===== src/rtl/spi_host_pkg.sv =====
// Shared constants for the serial host port: register addresses and
// field positions. Assumes an 8-bit register bus with a 2-bit address.
package spi_host_pkg;

    typedef enum logic [1:0] {
        RA_CTRL = 2'd0,
        RA_STAT = 2'd1,
        RA_DATA = 2'd2
    } reg_addr_e;

    // control register field positions
    localparam int CB_EN   = 0;
    localparam int CB_MST  = 1;
    localparam int CB_POL  = 2;
    localparam int CB_PHA  = 3;
    localparam int CB_LSB  = 4;
    localparam int CB_RATE = 5;

    // status register field positions
    localparam int SB_DBL  = 0;
    localparam int SB_LOST = 6;
    localparam int SB_DONE = 7;

    function automatic int max_int(input int a, input int b);
        return (a > b) ? a : b;
    endfunction

endpackage


===== src/rtl/spi_host_regs.sv =====
// Register file of the serial host port: control, status and data
// registers, done/role-lost flags and the select-input demotion.
// Assumes single-cycle bus strobes and a combinational read path.
module spi_host_regs
    import spi_host_pkg::*;
#(
    parameter int DW = 8
) (
    input  logic          clk,
    input  logic          rst_n,
    input  logic          bus_sel,
    input  logic          bus_wr,
    input  logic          bus_rd,
    input  logic [1:0]    bus_addr,
    input  logic [DW-1:0] bus_wdata,
    output logic [DW-1:0] bus_rdata,
    input  logic          ss_n_i,
    input  logic          xfer_busy_i,
    input  logic          xfer_done_i,
    input  logic [DW-1:0] rx_byte_i,
    output logic          start_o,
    output logic          abort_o,
    output logic [DW-1:0] tx_byte_o,
    output logic          cpol_o,
    output logic          cpha_o,
    output logic          lsb_o,
    output logic [1:0]    rate_o,
    output logic          dbl_o
);

    logic          en_q, mst_q, pol_q, pha_q, lsb_q, dbl_q;
    logic [1:0]    rate_q;
    logic          done_q, lost_q, armed_q;
    logic [DW-1:0] data_q;
    logic          wr_ctrl, wr_stat, wr_data, rd_stat, rd_data;
    logic          demote, flag_clear;

    // decode the bus strobe into per-register accesses
    always_comb begin
        wr_ctrl = bus_sel && bus_wr && (bus_addr == RA_CTRL);
        wr_stat = bus_sel && bus_wr && (bus_addr == RA_STAT);
        wr_data = bus_sel && bus_wr && (bus_addr == RA_DATA);
        rd_stat = bus_sel && bus_rd && (bus_addr == RA_STAT);
        rd_data = bus_sel && bus_rd && (bus_addr == RA_DATA);
    end

    // demotion, start and flag-clear conditions
    always_comb begin
        demote     = en_q && mst_q && !ss_n_i;
        start_o    = wr_data && en_q && mst_q && !xfer_busy_i && !demote;
        flag_clear = (wr_data || rd_data) && armed_q && done_q;
    end

    assign abort_o   = demote;
    assign tx_byte_o = bus_wdata;
    assign cpol_o    = pol_q;
    assign cpha_o    = pha_q;
    assign lsb_o     = lsb_q;
    assign rate_o    = rate_q;
    assign dbl_o     = dbl_q;

    // control register fields other than the host role bit
    always_ff @(posedge clk) begin
        if (!rst_n) begin
            en_q   <= 1'b0;
            pol_q  <= 1'b0;
            pha_q  <= 1'b0;
            lsb_q  <= 1'b0;
            rate_q <= 2'd0;
        end else if (wr_ctrl) begin
            en_q   <= bus_wdata[CB_EN];
            pol_q  <= bus_wdata[CB_POL];
            pha_q  <= bus_wdata[CB_PHA];
            lsb_q  <= bus_wdata[CB_LSB];
            rate_q <= bus_wdata[CB_RATE +: 2];
        end
    end

    // host role bit and role-lost flag; demotion wins over a write
    always_ff @(posedge clk) begin
        if (!rst_n) begin
            mst_q  <= 1'b0;
            lost_q <= 1'b0;
        end else if (demote) begin
            mst_q  <= 1'b0;
            lost_q <= 1'b1;
        end else if (wr_ctrl) begin
            mst_q  <= bus_wdata[CB_MST];
            if (bus_wdata[CB_MST]) lost_q <= 1'b0;
        end
    end

    // double-speed bit, the only writable status field
    always_ff @(posedge clk) begin
        if (!rst_n)       dbl_q <= 1'b0;
        else if (wr_stat) dbl_q <= bus_wdata[SB_DBL];
    end

    // data register: received byte on completion, idle writes otherwise
    always_ff @(posedge clk) begin
        if (!rst_n)                         data_q <= '0;
        else if (xfer_done_i)               data_q <= rx_byte_i;
        else if (wr_data && !xfer_busy_i)   data_q <= bus_wdata;
    end

    // done flag with its two-step clear sequence
    always_ff @(posedge clk) begin
        if (!rst_n) begin
            done_q  <= 1'b0;
            armed_q <= 1'b0;
        end else begin
            if (xfer_done_i)     done_q <= 1'b1;
            else if (flag_clear) done_q <= 1'b0;
            if (flag_clear || start_o)  armed_q <= 1'b0;
            else if (rd_stat && done_q) armed_q <= 1'b1;
        end
    end

    // read multiplexer
    always_comb begin
        bus_rdata = '0;
        case (bus_addr)
            RA_CTRL: begin
                bus_rdata[CB_EN]        = en_q;
                bus_rdata[CB_MST]       = mst_q;
                bus_rdata[CB_POL]       = pol_q;
                bus_rdata[CB_PHA]       = pha_q;
                bus_rdata[CB_LSB]       = lsb_q;
                bus_rdata[CB_RATE +: 2] = rate_q;
            end
            RA_STAT: begin
                bus_rdata[SB_DBL]  = dbl_q;
                bus_rdata[SB_LOST] = lost_q;
                bus_rdata[SB_DONE] = done_q;
            end
            RA_DATA: bus_rdata = data_q;
            default: bus_rdata = '0;
        endcase
    end

    // a low select input on an enabled host removes the host role
    a_r12_demote_clears_role: assert property (@(posedge clk) disable iff (!rst_n)
        (en_q && mst_q && !ss_n_i) |=> (!mst_q && lost_q));

    // the done flag only rises after a completion from the shifter
    a_r9_flag_from_engine: assert property (@(posedge clk) disable iff (!rst_n)
        $rose(done_q) |-> $past(xfer_done_i));

    // without a data access the done flag holds
    a_r10_flag_holds: assert property (@(posedge clk) disable iff (!rst_n)
        (done_q && !(bus_sel && (bus_wr || bus_rd) && bus_addr == RA_DATA)) |=> done_q);

endmodule


===== src/rtl/spi_host_baud.sv =====
// Half-period timer for the shift clock. Emits one tick per half period
// while a transfer runs. Assumes every divisor is a multiple of 4 and
// that rate and double speed are stable during a transfer.
module spi_host_baud
    import spi_host_pkg::*;
#(
    parameter int DIV_R0 = 4,
    parameter int DIV_R1 = 16,
    parameter int DIV_R2 = 64,
    parameter int DIV_R3 = 128
) (
    input  logic       clk,
    input  logic       rst_n,
    input  logic       run_i,
    input  logic [1:0] rate_i,
    input  logic       dbl_i,
    output logic       tick_o
);

    localparam int HALF_MAX = max_int(max_int(DIV_R0, DIV_R1), max_int(DIV_R2, DIV_R3)) / 2;
    localparam int CW       = $clog2(HALF_MAX + 1);

    logic [CW-1:0] cnt_q, lim, lim_m1;

    // half period in system clocks for the selected rate
    always_comb begin
        case (rate_i)
            2'd0:    lim = dbl_i ? CW'(DIV_R0 / 4) : CW'(DIV_R0 / 2);
            2'd1:    lim = dbl_i ? CW'(DIV_R1 / 4) : CW'(DIV_R1 / 2);
            2'd2:    lim = dbl_i ? CW'(DIV_R2 / 4) : CW'(DIV_R2 / 2);
            default: lim = dbl_i ? CW'(DIV_R3 / 4) : CW'(DIV_R3 / 2);
        endcase
        lim_m1 = lim - CW'(1);
    end

    assign tick_o = run_i && (cnt_q >= lim_m1);

    // count system clocks within the current half period
    always_ff @(posedge clk) begin
        if (!rst_n || !run_i)     cnt_q <= '0;
        else if (cnt_q >= lim_m1) cnt_q <= '0;
        else                      cnt_q <= cnt_q + CW'(1);
    end

    // ticks are never adjacent unless the half period is one clock
    a_r4_tick_spacing: assert property (@(posedge clk) disable iff (!rst_n)
        (tick_o && lim > CW'(1) && $stable(rate_i) && $stable(dbl_i)) |=> !tick_o);

endmodule


===== src/rtl/spi_host_shift.sv =====
// Shift engine: makes the 16 shift clock edges of one byte exchange,
// drives the serial output and samples the serial input on the edges
// the clock mode selects, in the chosen bit order. Assumes the mode
// bits are stable while busy.
module spi_host_shift #(
    parameter int DW = 8
) (
    input  logic          clk,
    input  logic          rst_n,
    input  logic          start_i,
    input  logic          abort_i,
    input  logic          tick_i,
    input  logic [DW-1:0] tx_byte_i,
    input  logic          cpol_i,
    input  logic          cpha_i,
    input  logic          lsb_i,
    input  logic          miso_i,
    output logic          busy_o,
    output logic          done_o,
    output logic [DW-1:0] rx_byte_o,
    output logic          sclk_o,
    output logic          mosi_o
);

    localparam int EDGES = 2 * DW;
    localparam int ECW   = $clog2(EDGES + 1);

    logic          busy_q, sclk_q, mosi_q;
    logic [ECW-1:0] edge_q, edge_n;
    logic [DW-1:0] tx_q, rx_q, tx_shift, rx_next;
    logic          leading, sample_ev, drive_ev, last_ev, out_bit, first_bit;

    // edge classification for the tick about to happen
    always_comb begin
        edge_n    = edge_q + ECW'(1);
        leading   = edge_n[0];
        sample_ev = busy_q && tick_i && (cpha_i ? !leading : leading);
        drive_ev  = busy_q && tick_i &&
                    (cpha_i ? leading : (!leading && edge_n != ECW'(EDGES)));
        last_ev   = busy_q && tick_i && (edge_n == ECW'(EDGES));
    end

    // bit order: pick the outgoing bit and the shifted registers
    always_comb begin
        out_bit   = lsb_i ? tx_q[0] : tx_q[DW-1];
        tx_shift  = lsb_i ? (tx_q >> 1) : (tx_q << 1);
        rx_next   = lsb_i ? {miso_i, rx_q[DW-1:1]} : {rx_q[DW-2:0], miso_i};
        first_bit = lsb_i ? tx_byte_i[0] : tx_byte_i[DW-1];
    end

    // transfer sequencing, clock toggling and data shifting
    always_ff @(posedge clk) begin
        if (!rst_n) begin
            busy_q <= 1'b0;
            sclk_q <= 1'b0;
            mosi_q <= 1'b0;
            edge_q <= '0;
            tx_q   <= '0;
            rx_q   <= '0;
        end else if (abort_i) begin
            busy_q <= 1'b0;
            edge_q <= '0;
        end else if (start_i && !busy_q) begin
            busy_q <= 1'b1;
            edge_q <= '0;
            sclk_q <= cpol_i;
            rx_q   <= '0;
            if (!cpha_i) begin
                mosi_q <= first_bit;
                tx_q   <= lsb_i ? (tx_byte_i >> 1) : (tx_byte_i << 1);
            end else begin
                tx_q   <= tx_byte_i;
            end
        end else if (busy_q && tick_i) begin
            sclk_q <= ~sclk_q;
            edge_q <= edge_n;
            if (sample_ev) rx_q <= rx_next;
            if (drive_ev) begin
                mosi_q <= out_bit;
                tx_q   <= tx_shift;
            end
            if (last_ev) busy_q <= 1'b0;
        end
    end

    assign busy_o    = busy_q;
    assign done_o    = last_ev;
    assign rx_byte_o = sample_ev ? rx_next : rx_q;
    assign sclk_o    = busy_q ? sclk_q : cpol_i;
    assign mosi_o    = mosi_q;

    // after every even number of edges the clock is back at idle
    a_r3_even_edges_idle: assert property (@(posedge clk) disable iff (!rst_n)
        (busy_q && !edge_q[0] && $stable(cpol_i)) |-> (sclk_q == cpol_i));

    // the clock only moves on a half-period tick
    a_r3_hold_between_ticks: assert property (@(posedge clk) disable iff (!rst_n)
        (busy_q && !tick_i && !abort_i) |=> $stable(sclk_q));

    // the edge count never reaches 16 while still busy
    a_r5_edge_bound: assert property (@(posedge clk) disable iff (!rst_n)
        busy_q |-> (edge_q < ECW'(EDGES)));

    // an abort stops the transfer on the next clock
    a_r12_abort_stops: assert property (@(posedge clk) disable iff (!rst_n)
        abort_i |=> !busy_q);

endmodule


===== src/rtl/spi_host_port.sv =====
// Top of the serial host port: register file, half-period timer and
// shift engine. Assumes ss_n_i is already synchronous to clk.
module spi_host_port #(
    parameter int DW     = 8,
    parameter int DIV_R0 = 4,
    parameter int DIV_R1 = 16,
    parameter int DIV_R2 = 64,
    parameter int DIV_R3 = 128
) (
    input  logic          clk,
    input  logic          rst_n,
    input  logic          bus_sel,
    input  logic          bus_wr,
    input  logic          bus_rd,
    input  logic [1:0]    bus_addr,
    input  logic [DW-1:0] bus_wdata,
    output logic [DW-1:0] bus_rdata,
    output logic          sclk_o,
    output logic          mosi_o,
    input  logic          miso_i,
    input  logic          ss_n_i
);

    logic          start, abort, busy, done, tick;
    logic          cpol, cpha, lsb, dbl;
    logic [1:0]    rate;
    logic [DW-1:0] tx_byte, rx_byte;

    spi_host_regs #(.DW(DW)) u_regs (
        .clk         (clk),
        .rst_n       (rst_n),
        .bus_sel     (bus_sel),
        .bus_wr      (bus_wr),
        .bus_rd      (bus_rd),
        .bus_addr    (bus_addr),
        .bus_wdata   (bus_wdata),
        .bus_rdata   (bus_rdata),
        .ss_n_i      (ss_n_i),
        .xfer_busy_i (busy),
        .xfer_done_i (done),
        .rx_byte_i   (rx_byte),
        .start_o     (start),
        .abort_o     (abort),
        .tx_byte_o   (tx_byte),
        .cpol_o      (cpol),
        .cpha_o      (cpha),
        .lsb_o       (lsb),
        .rate_o      (rate),
        .dbl_o       (dbl)
    );

    spi_host_baud #(
        .DIV_R0 (DIV_R0),
        .DIV_R1 (DIV_R1),
        .DIV_R2 (DIV_R2),
        .DIV_R3 (DIV_R3)
    ) u_baud (
        .clk    (clk),
        .rst_n  (rst_n),
        .run_i  (busy),
        .rate_i (rate),
        .dbl_i  (dbl),
        .tick_o (tick)
    );

    spi_host_shift #(.DW(DW)) u_shift (
        .clk       (clk),
        .rst_n     (rst_n),
        .start_i   (start),
        .abort_i   (abort),
        .tick_i    (tick),
        .tx_byte_i (tx_byte),
        .cpol_i    (cpol),
        .cpha_i    (cpha),
        .lsb_i     (lsb),
        .miso_i    (miso_i),
        .busy_o    (busy),
        .done_o    (done),
        .rx_byte_o (rx_byte),
        .sclk_o    (sclk_o),
        .mosi_o    (mosi_o)
    );

endmodule


===== config.mk =====
export PLATFORM = sky130hd
export DESIGN_NAME = spi_host_port
export DESIGN_NICKNAME = d
export VERILOG_FILES = /design/src/rtl/spi_host_pkg.sv /design/src/rtl/spi_host_regs.sv /design/src/rtl/spi_host_baud.sv /design/src/rtl/spi_host_shift.sv /design/src/rtl/spi_host_port.sv
export SDC_FILE = /design/constraint.sdc
export NUM_CORES = 1
export LEC_CHECK = 0
export BUFFER_PORTS_ARGS = -buffer_cell sky130_fd_sc_hd__buf_2
export CAP_MARGIN = 10
export CORE_ASPECT_RATIO = 0.75
export CORE_MARGIN = 2
export CORE_UTILIZATION = 45
export CTS_CLUSTER_DIAMETER = 30
export DETAILED_ROUTE_END_ITERATION = 10
export MAX_ROUTING_LAYER = met4
export PLACE_DENSITY = 0.61
export SETUP_SLACK_MARGIN = 0.02
export SYNTH_ARGS = -nofsm -noshare
export SYNTH_HDL_FRONTEND = slang
export SYNTH_SLANG_ARGS = --single-unit

===== constraint.sdc =====
create_clock -name clk -period 3.7 [get_ports clk]
set_input_delay 0.74 -clock clk [delete_from_list [all_inputs] [get_ports clk]]
set_output_delay 0.74 -clock clk [all_outputs]
set_load 0.1 [all_outputs]

; Word level (Yosys, flattened, before mapping)
; Index checks and enable logic that the tools add are counted.
[totals]
reg_bits = 50
inputBits = 17
wordCells = 122
[op_classes]
add_sub_neg = 3
magnitude_cmp = 1
n_eq_ne = 7
mux = 40
bitwise_logic = 3
n_reduce_logical = 50
[op_table]
columns = cell, count
row1 = 8-bit two-way mux, 12
row2 = 1-bit logical AND, 24
row3 = 7-bit case mux with 3 select lines, 1
row4 = 1-bit two-way mux, 19
row5 = 2-bit nonzero test, 7
row6 = 5-bit case mux with 2 select lines, 1
row7 = "7-bit by 1-bit adder with 7-bit output, second input constant", 1
row8 = 7-bit greater-or-equal comparator, 1
row9 = 7-bit two-way mux, 1
row10 = "7-bit by 1-bit subtractor with 7-bit output, second input constant", 1
row11 = 6-bit two-way mux, 1
row12 = 1-bit case mux with 3 select lines, 2
row13 = 2-bit AND reduction, 3
row14 = 2-bit OR reduction, 3
row15 = "5-bit by 1-bit adder with 5-bit output, second input constant", 1
row16 = "5-bit == test, second input constant", 1
row17 = 1-bit logical NOT, 5
row18 = "5-bit inequality test, second input constant", 1
row19 = "2-bit by 1-bit == test with 1-bit output, second input constant", 2
row20 = "2-bit == test, second input constant", 2
row21 = 2-bit logical NOT, 2
row22 = 4-bit two-way mux, 1
row23 = 4-bit AND reduction, 1
row24 = 1-bit logical OR, 3
row25 = 6 further kinds, 8

; Logic depth before layout (Yosys ltp)
; Gate-level depths: netlist of the first run.
[depth]
depth_word = 10
depth_mapped = 16
depth_no_buf = 14

; Hierarchy
; From an unflattened synthesis of the first run, not the netlist that was laid out.
[hier_totals]
cells_unflattened = 360
area_unflattened_um2 = 3194.3
[modules_own_cells]
columns = module, n_inst, cells_per_inst, area_each_um2, seq_area_each_um2
row1 = spi_host_shift, 1, 194, 1619.1, 480.5
row2 = spi_host_regs, 1, 107, 1038.5, 380.4
row3 = spi_host_baud, 1, 59, 536.8, 140.1

; Least setup slack after synthesis of the first run
; OpenSTA, ideal clock, no wires.
[synth_timing]
path_kind = input to output
start = input port bus_addr[0]
end = output port bus_rdata[0]
arrival_ns = 2.582
slack_ns = 0.378
stages = 5
n_path_buf = 1
cell_sequence = inv_1 > ha_1 > clkbuf_1 > a222oi_1 > nor2_1
[synth_via]
elab_chain_len = 2
elab_cells_between_ends = 4
[synth_rtl]
columns = element, line_no
row1 = from (decl), spi_host_port.sv:15  ; input logic [1:0] bus_addr,
row2 = 2-bit == test (tied with other cells), spi_host_regs.sv:122  ; case (bus_addr)
row3 = 1-bit case mux with 3 select lines *, spi_host_regs.sv:122
row4 = to (decl), spi_host_port.sv:17  ; output logic [DW-1:0] bus_rdata,
; Every way passes the cells marked *; elsewhere a longest branch is shown, timed or not.

; Worst setup path in the final report of the first run
[layout_timing]
start = register u_regs.rate_q[1], in the netlist u_regs.rate_o[1]
end = register u_regs.data_q[4]
[layout_via]
elab_chain_len = 9
elab_cells_between_ends = 13
[layout_rtl]
columns = element, line_no
row1 = from (decl), spi_host_regs.sv:32  ; logic [1:0] rate_q;
row2 = from (signal assigned), spi_host_regs.sv:75  ; rate_q <= bus_wdata[CB_RATE +: 2];
row3 = 2-bit == test (tied with other cells), spi_host_baud.sv:27  ; case (rate_i)
row4 = 7-bit case mux with 3 select lines *, spi_host_baud.sv:27
row5 = 7-bit by 1-bit subtractor with 7-bit output *, spi_host_baud.sv:33  ; lim_m1 = lim - CW'(1);
row6 = 7-bit greater-or-equal comparator *, spi_host_baud.sv:36  ; assign tick_o = run_i && (cnt_q >= lim_m1);
row7 = 1-bit logical AND *, spi_host_baud.sv:36
row8 = 1-bit logical AND *, "spi_host_shift.sv:37, spi_host_shift.sv:40"
row9 = 1-bit logical AND, spi_host_shift.sv:37  ; sample_ev = busy_q && tick_i && (cpha_i ? !leading : leading);
row10 = 8-bit two-way mux, --
row11 = 8-bit two-way mux, spi_host_regs.sv:102  ; else if (xfer_done_i) data_q <= rx_byte_i;
row12 = to (signal assigned), spi_host_regs.sv:102
row13 = to (signal assigned), spi_host_regs.sv:103  ; else if (wr_data && !xfer_busy_i) data_q <= bus_wdata;
row14 = to (decl), spi_host_regs.sv:34  ; logic [DW-1:0] data_q;
; Marked as above.
; A chain may end at the register's enable or synchronous reset.

==> flow_metrics.py, run 1 <==
metrics = {
    "yosys": {
        "avgSynthCellArea_um2": 8.27,
        "ys_seq_elements": 50,
        "synth_top_family_by_area": "simple AND/OR/NAND/NOR gates",
        "synth_xor_xnor_area_share": 0.0272,
        "synth-simple-area-share": 0.229,
        "yosysUniqueCellTypes": 56,
        "synthFlopType": "dfxtp_1",
        "synthCells": 389,
        "synth-compound-area-share": 0.225,
        "async_flop_share": 0,
        "synth_mux_area_frac": 0.0977,
        "synth-edff-count": 0,
        "syn_area_mm2": 0.00322,
        "ys_seq_area_frac": 0.311,
        "synth_fp_nets": 421,
        "yosysWarningCount": 0,
        "yosys.area_share.adder": 0.0584,
    },
    "sta": {
        "skew_ns": 0.0102,
        "layout_min_cycle_time_ns": 3.03,
        "max_freq_mhz": 330,
        "whs_ns": 0.494,
        "rsz0062_at_grt": "no",
        "setup_violations": 0,
        "report.final.slew_viol_count": 0,
        "setup_ws_ns": 0.667,
        "hold_violations": 0,
        "fin_tns_setup_ns": 0,
        "finalCritPeriodShare": 0.820,
        "worst_slew_pin_slew_ns": 0.959,
        "max_slew_margin": 0.359,
    },
    "critical_path": {
        "rr_startpoint": "u_regs.rate_o[1]",
        "worstRegToRegCells": 12,
        "cp_max_fo": 18,
        "arrival_ns": 3.28,
        "r2r_end": "u_regs.data_q[4]",
        "reg2reg_slack_ns": 0.67,
        "startpoint": "u_regs.rate_o[1]",
        "end_kind": "flop",
        "critical_path_required_ns": 3.95,
        "start_kind": "flop",
        "timing_worst_setup_path_type": "reg2reg",
    },
    "global_route": {
        "grt.met3_usage": 0.0374,
        "grt-busiest-layer": "met1",
        "grtUsageMet2": 0.292,
        "grt_max_degree": 56,
        "grt_pass1_vias": 2696,
        "antenna_found_initial": 0,
        "grt_use_met1": 0.335,
        "overflow": 0,
        "grt_use_total": 0.217,
        "grt_pass1_wl_um": 13400,
    },
    "floorplan": {
        "fp.dieW_um": 102,
        "core_area_mm2": 0.00686,
        "ioPinCount": 27,
        "initial_core_util": 0.468,
        "num_rows": 26,
        "die_area_mm2": 0.00784,
        "die_y_um": 77.2,
    },
    "detailed_routing": {
        "wl_per_cell_um": 15.6,
        "firstDrtPassIters": 4,
        "viasPerCell": 5.68,
        "vias": 2848,
        "first_iter_violations": 128,
        "route.detailed.drc": 0,
        "totalWireLength_um": 7800,
        "ant_nets": 0,
    },
    "worst_hold_path": {
        "min_from": "u_baud.cnt_q[0]",
        "holdPathEnd": "u_baud.cnt_q[0]",
        "whs_path_depth": 1,
        "hold_path_class": "reg2reg",
    },
    "place": {
        "gp_congestion": 0.869,
        "dpl.hpwl_um": 5600,
        "dp_slack_ns": 0.692,
        "dpl.cell_count": 493,
        "port-buffer-count": 26,
    },
    "cells_and_area": {
        "drive_above_1_share": 0.134,
        "area_delta_synth_final_pct": 8.56,
        "fin_nets": 434,
        "multi_input_area_mm2": 0.00205,
        "nFillCells": 684,
        "layout_commonest_cell": "dfxtp_1",
        "regArea_mm2": 0.00100,
        "fin_cells": 501,
        "antenna_cells": 0,
        "mostFrequentLayoutCells": "dfxtp_1 (50), nand2_1 (46), nor2_1 (33)",
    },
    "pwr": {
        "combPwrFrac": 0.096,
        "ir_drop_mv": 0.167,
        "switching_share": 0.250,
        "power_frac_seq": 0.526,
        "intPower_uw": 778,
        "p_per_area_mw_per_mm2": 297,
        "p_leak_nw": 1.39,
        "clkPwrFrac": 0.378,
        "switching_power_uw": 259,
    },
    "clock_network": {
        "cts_root_buffer": "clkbuf_8",
        "cts_hold_buf": 0,
        "clockBufferDepth": 2,
        "clock_sinks": 50,
        "cts_tree": "done",
        "cts_repair_resize_count": 0,
        "cts_setup_buffers": 0,
        "clk_pin_slew_worst_paths_ns": 0.10,
        "h-tree-depth": 2,
        "cts_buffers": 5,
        "insertion_delay_ns": 0.31,
    },
    "job": {
        "drv_cap": 0,
    },
    "status": {
        "outcome": "complete, no violations",
    },
}
==> layout make-up <==
class,count,area share
inverter,9,0.00968
clock inverter,2,0.0108
sequential,50,0.287
multi-input combinational,304,0.587
timing repair buffer,32,0.0502
clock buffer,6,0.0208
tap,98,0.0351
==> flip-flops by register name, indices dropped and copies added, names as in the netlist, 2 cells and up <==
signal and count:
u_regs.data_q 8, u_shift.rx_q 8, u_shift.tx_q 8, u_baud.cnt_q 7, u_regs.rate_o 2, u_shift.edge_q 5
==> Yosys cell counts (all sizes together), types with 2 or more instances <==
master | count | area [um^2]
o2111ai | 5 | 78.8
o22ai | 2 | 26.3
a22oi | 2 | 15.0
a222oi | 2 | 20.0
and3 | 12 | 75.1
nor2 | 33 | 124
nor3 | 4 | 25.0
clkbuf | 14 | 52.6
ha | 15 | 188
o21a | 2 | 15.0
a22o | 8 | 70.1
nand3b | 2 | 15.0
nand2 | 47 | 179
a21oi | 16 | 80.1
nand2b | 3 | 26.3
nand3 | 30 | 160
xnor2 | 3 | 26.3
a21boi | 2 | 15.0
buf | 12 | 80.1
a21o | 2 | 15.0
inv | 9 | 33.8
nand4b | 2 | 17.5
xor2 | 7 | 61.3
dfxtp | 50 | 1000
o211ai | 16 | 120
nor2b | 10 | 62.6
mux2i | 28 | 280
o21ai | 33 | 169
==> power groups by stage <==
stage / logic, mW / clock network, mW / registers (mW)
2_1_floorplan: 0.0689 / 0 / 0.556
3_3_place_gp: 0.0977 / 0 / 0.558
3_5_place_dp: 0.0983 / 0 / 0.558
4_1_cts: 0.0991 / 0.404 / 0.545
5_1_grt: 0.109 / 0.432 / 0.546
6_report: 0.0999 / 0.392 / 0.545
==> kinds of logic after synthesis <==
group / Yosys count
AO/OA/AOI/OAI: 99
XOR/XNOR: 10
adder cells (fa/ha/maj): 15
buffers and inverters: 35
flip-flops: 50
multiplexers: 30
AND/OR/NAND/NOR: 150
==> through the flow <==
stage | cell area [um^2] | utilization | total power, mW
2_1_floorplan | 3220 | - | 0.625
3_3_place_gp | 3380 | 0.493 | 0.656
3_5_place_dp | 3380 | 0.493 | 0.656
4_1_cts | 3490 | 0.509 | 1.05
5_1_grt | 3490 | 0.509 | 1.09
6_report | 3490 | 0.509 | 1.04
==> critical path, cell delays in order (launching register included) <==
cell	delay [ns]
dfxtp_1	0.38
or3_1	0.39
ha_1	0.28
nor2_1	0.13
a21oi_1	0.04
nor2_1	0.09
a31oi_1	0.06
ha_1	0.20
a21o_1	0.18
a21o_1	0.34
o2111ai_4	0.54
o221ai_1	0.18
a21oi_1	0.16
==> metal layers <==
| metal | up-vias | wire length (um) |
|---|---|---|
| met5 | - | 0 |
| met4 | 0 | 64 |
| met3 | 6 | 429 |
| met2 | 76 | 3110 |
| met1 | 1335 | 4190 |
| li1 | 1431 | - |
==> how the worst max path moves through the flow <==
stage / endpoint / slack, ns / depth (start not counted)
3_3_place_gp: u_regs.data_q[4] / 0.78 / 12
2_1_floorplan: bus_rdata[0] / 0.38 / 5
5_1_grt: u_regs.data_q[4] / 0.45 / 12
3_5_place_dp: u_regs.data_q[4] / 0.69 / 12
4_1_cts: u_regs.data_q[4] / 0.68 / 12
6_report: u_regs.data_q[4] / 0.67 / 12
Power figures use the tool's default switching activity.
==> run 2, diff against run 1 <==
- PLACE_DENSITY: 0.61 -> 0.63
- clock period: 3.7 -> 2.6 ns (I/O delays scaled with it)
==> run 2 against run 1 <==
Against the previous run:
- the run now ends with setup timing left
- utilization rose by 8.9 points
- largest power group unchanged
- critical path type unchanged
- power rose by 47%
- worst setup slack worse by 0.77 ns
- final area increased by 18%
- highest routed layer unchanged
- wire length rose by 8.3%
- clock power increased by 47%
- global-route usage rose by 0.38 points
- count of clock-buffer cells in the layout unchanged
- sequential share of layout area shrank 4.2 points
==> flow_metrics.py, run 2 (synthesis results as in run 1) <==
metrics = {
    "cells_and_area": {
        "fin_cells": 533,
        "nFillCells": 596,
        "drive_above_1_share": 0.274,
        "area_delta_synth_final_pct": 27.6,
        "reg_top3": "u_regs.data_q: 8 flops, u_shift.rx_q: 8 flops, u_shift.tx_q: 8 flops",
        "antenna_cells": 0,
        "layout_commonest_cell": "dfxtp_1",
        "mostFrequentLayoutCells": "dfxtp_1 (48), nand2_1 (46), nor2_1 (29)",
        "fin_nets": 467,
        "regArea_mm2": 0.00100,
        "multi_input_area_mm2": 0.00219,
    },
    "floorplan": {
        "core_area_mm2": 0.00686,
        "ioPinCount": 27,
        "die_area_mm2": 0.00784,
        "num_rows": 26,
        "initial_core_util": 0.468,
        "fp.dieW_um": 102,
        "die_y_um": 77.2,
    },
    "critical_path": {
        "max_stage_delay_ns": 0.38,
        "critical-path-top-delay-family": "compound AO/OA/AOI/OAI gates",
        "start_kind": "flop",
        "cp_common_cell": "nor2_1",
        "critical_path_required_ns": 2.80,
        "cp_max_fo": 8,
        "end_kind": "flop",
        "timing_worst_setup_path_type": "reg2reg",
        "crit_path_cell_trace": "or3_4 -> ha_4 -> nor2_2 -> a21oi_2 -> nor2_1 -> a31oi_1 -> ha_2 -> a21o_1 -> a21o_4 -> buf_12 -> o2111a_2 -> buf_4 -> o21ai_2 -> nor2_1",
        "critPathSlowestCell": "or3_4",
        "arrival_ns": 2.90,
        "crit_buf_inv": 2,
    },
    "detailed_routing": {
        "firstDrtPassIters": 5,
        "ant_nets": 0,
        "route.detailed.drc": 0,
        "first_iter_violations": 238,
        "viasPerCell": 5.70,
        "wl_per_cell_um": 15.8,
        "totalWireLength_um": 8440,
        "vias": 3037,
    },
    "global_route": {
        "antenna_found_initial": 0,
        "grt_max_degree": 30,
        "grt_pass1_wl_um": 13400,
        "grt_pass1_vias": 2646,
        "grt_use_total": 0.221,
        "overflow": 0,
    },
    "clock_network": {
        "clockBufferDepth": 2,
        "clk_pin_slew_worst_paths_ns": 0.10,
        "cts_buffers": 5,
        "cts_tree": "done",
        "h-tree-depth": 2,
        "insertion_delay_ns": 0.31,
        "clock_sinks": 50,
        "cts_hold_buf": 0,
        "cts_root_buffer": "clkbuf_8",
    },
    "status": {
        "outcome": "finished with violations",
        "violations": "setup timing",
    },
    "pwr": {
        "switching_share": 0.246,
        "intPower_mw": 1.15,
        "ir_drop_mv": 0.201,
        "p_leak_nw": 1.62,
        "p_total_mw": 1.52,
        "clkPwrFrac": 0.377,
        "power_frac_seq": 0.510,
        "combPwrFrac": 0.113,
        "switching_power_uw": 375,
        "p_per_area_mw_per_mm2": 371,
    },
    "sta": {
        "rsz0062_at_grt": "yes",
        "worst_slew_pin_slew_ns": 0.690,
        "setup_violations": 29,
        "setup_ws_ns": -0.0983,
        "skew_ns": 0.00924,
        "whs_ns": 0.486,
        "layout_min_cycle_time_ns": 2.70,
        "finalCritPeriodShare": 1.04,
        "hold_violations": 0,
        "max_freq_mhz": 371,
        "max_slew_margin": 0.539,
        "report.final.slew_viol_count": 0,
    },
    "job": {
        "drv_cap": 0,
    },
    "place": {
        "port-buffer-count": 26,
        "dpl.hpwl_um": 5900,
        "gp_congestion": 0.837,
        "dpl.cell_count": 516,
    },
    "worst_hold_path": {
        "hold_path_class": "reg2reg",
    },
}
-- run 2: cell types whose count changed in the layout (fill, tap and decap cells not counted), moves of 8 or more --
cell / before / now
o21ai_1: 7 / 17
buf_4: 6 / 23
o21ai_0: 25 / 8
buf_12: 0 / 9
nand3_2: 2 / 10
nand3_1: 28 / 20
buf_6: 0 / 10
-- run 2: metal layers --
metal  global-route usage  part of all wire  vias up
li1                     -                 -     1498
met1                0.337              0.49     1422
met2                0.308              0.43      111
met3               0.0337             0.070        6
met4               0.0405            0.0063        0
met5                    -                 0        -
-- run 2: power by group through the flow --
stage	clock (mW)	combinational [mW]	sequential (mW)
after floorplan	0	0.102	0.791
after global placement	0	0.155	0.795
after detailed placement	0	0.157	0.795
after CTS	0.586	0.163	0.777
after global routing	0.618	0.185	0.778
final	0.575	0.172	0.777
-- run 2: final cells by class --
type                    instances  area share
clock buffers                   6      0.0201
clock inverters                 1     0.00732
flip-flops and latches         50       0.245
inverters                       9     0.00823
multi-input cells             304       0.534
repair buffers                 65       0.156
well taps                      98      0.0299
-- run 2: metrics by stage --
stage | instance area, um^2 | setup TNS [ns] | utilization | worst slack, ns
floorplan | 3240 | 0 | - | 0.0245
global placement | 3700 | -0.120 | 0.539 | -0.0193
detailed placement | 3700 | -1.89 | 0.539 | -0.136
CTS | 3930 | -0.579 | 0.572 | -0.0502
global route | 4100 | -5.44 | 0.598 | -0.233
finish | 4100 | -1.44 | 0.598 | -0.0983
-- run 2: tightest hold or removal path: stages, from the launching register on --
cell,delay (ns)
dfxtp_1,0.32
nand2_1,0.05
a21boi_0,0.07
-- run 2: final timing paths --
| kind | end | slack [ns] | from | depth (start not counted) |
|---|---|---|---|---|
| worst max register to register | u_shift.rx_q[2] | -0.1 | u_regs.dbl_o | 14 |
| worst min register to register | u_regs.lost_q | 0.49 | u_regs.lost_q | 2 |
| worst max-delay path | u_shift.rx_q[2] | -0.1 | u_regs.dbl_o | 14 |
| worst min-delay path | u_regs.lost_q | 0.49 | u_regs.lost_q | 2 |
-- run 2: timing repair --
item	in CTS	in global routing
pin swaps	11	9
cloned	1	2
setup buffers	2	5
hold endpoints to repair	0	0
gates resized for setup	30	28
endpoints found under the setup margin	39	40
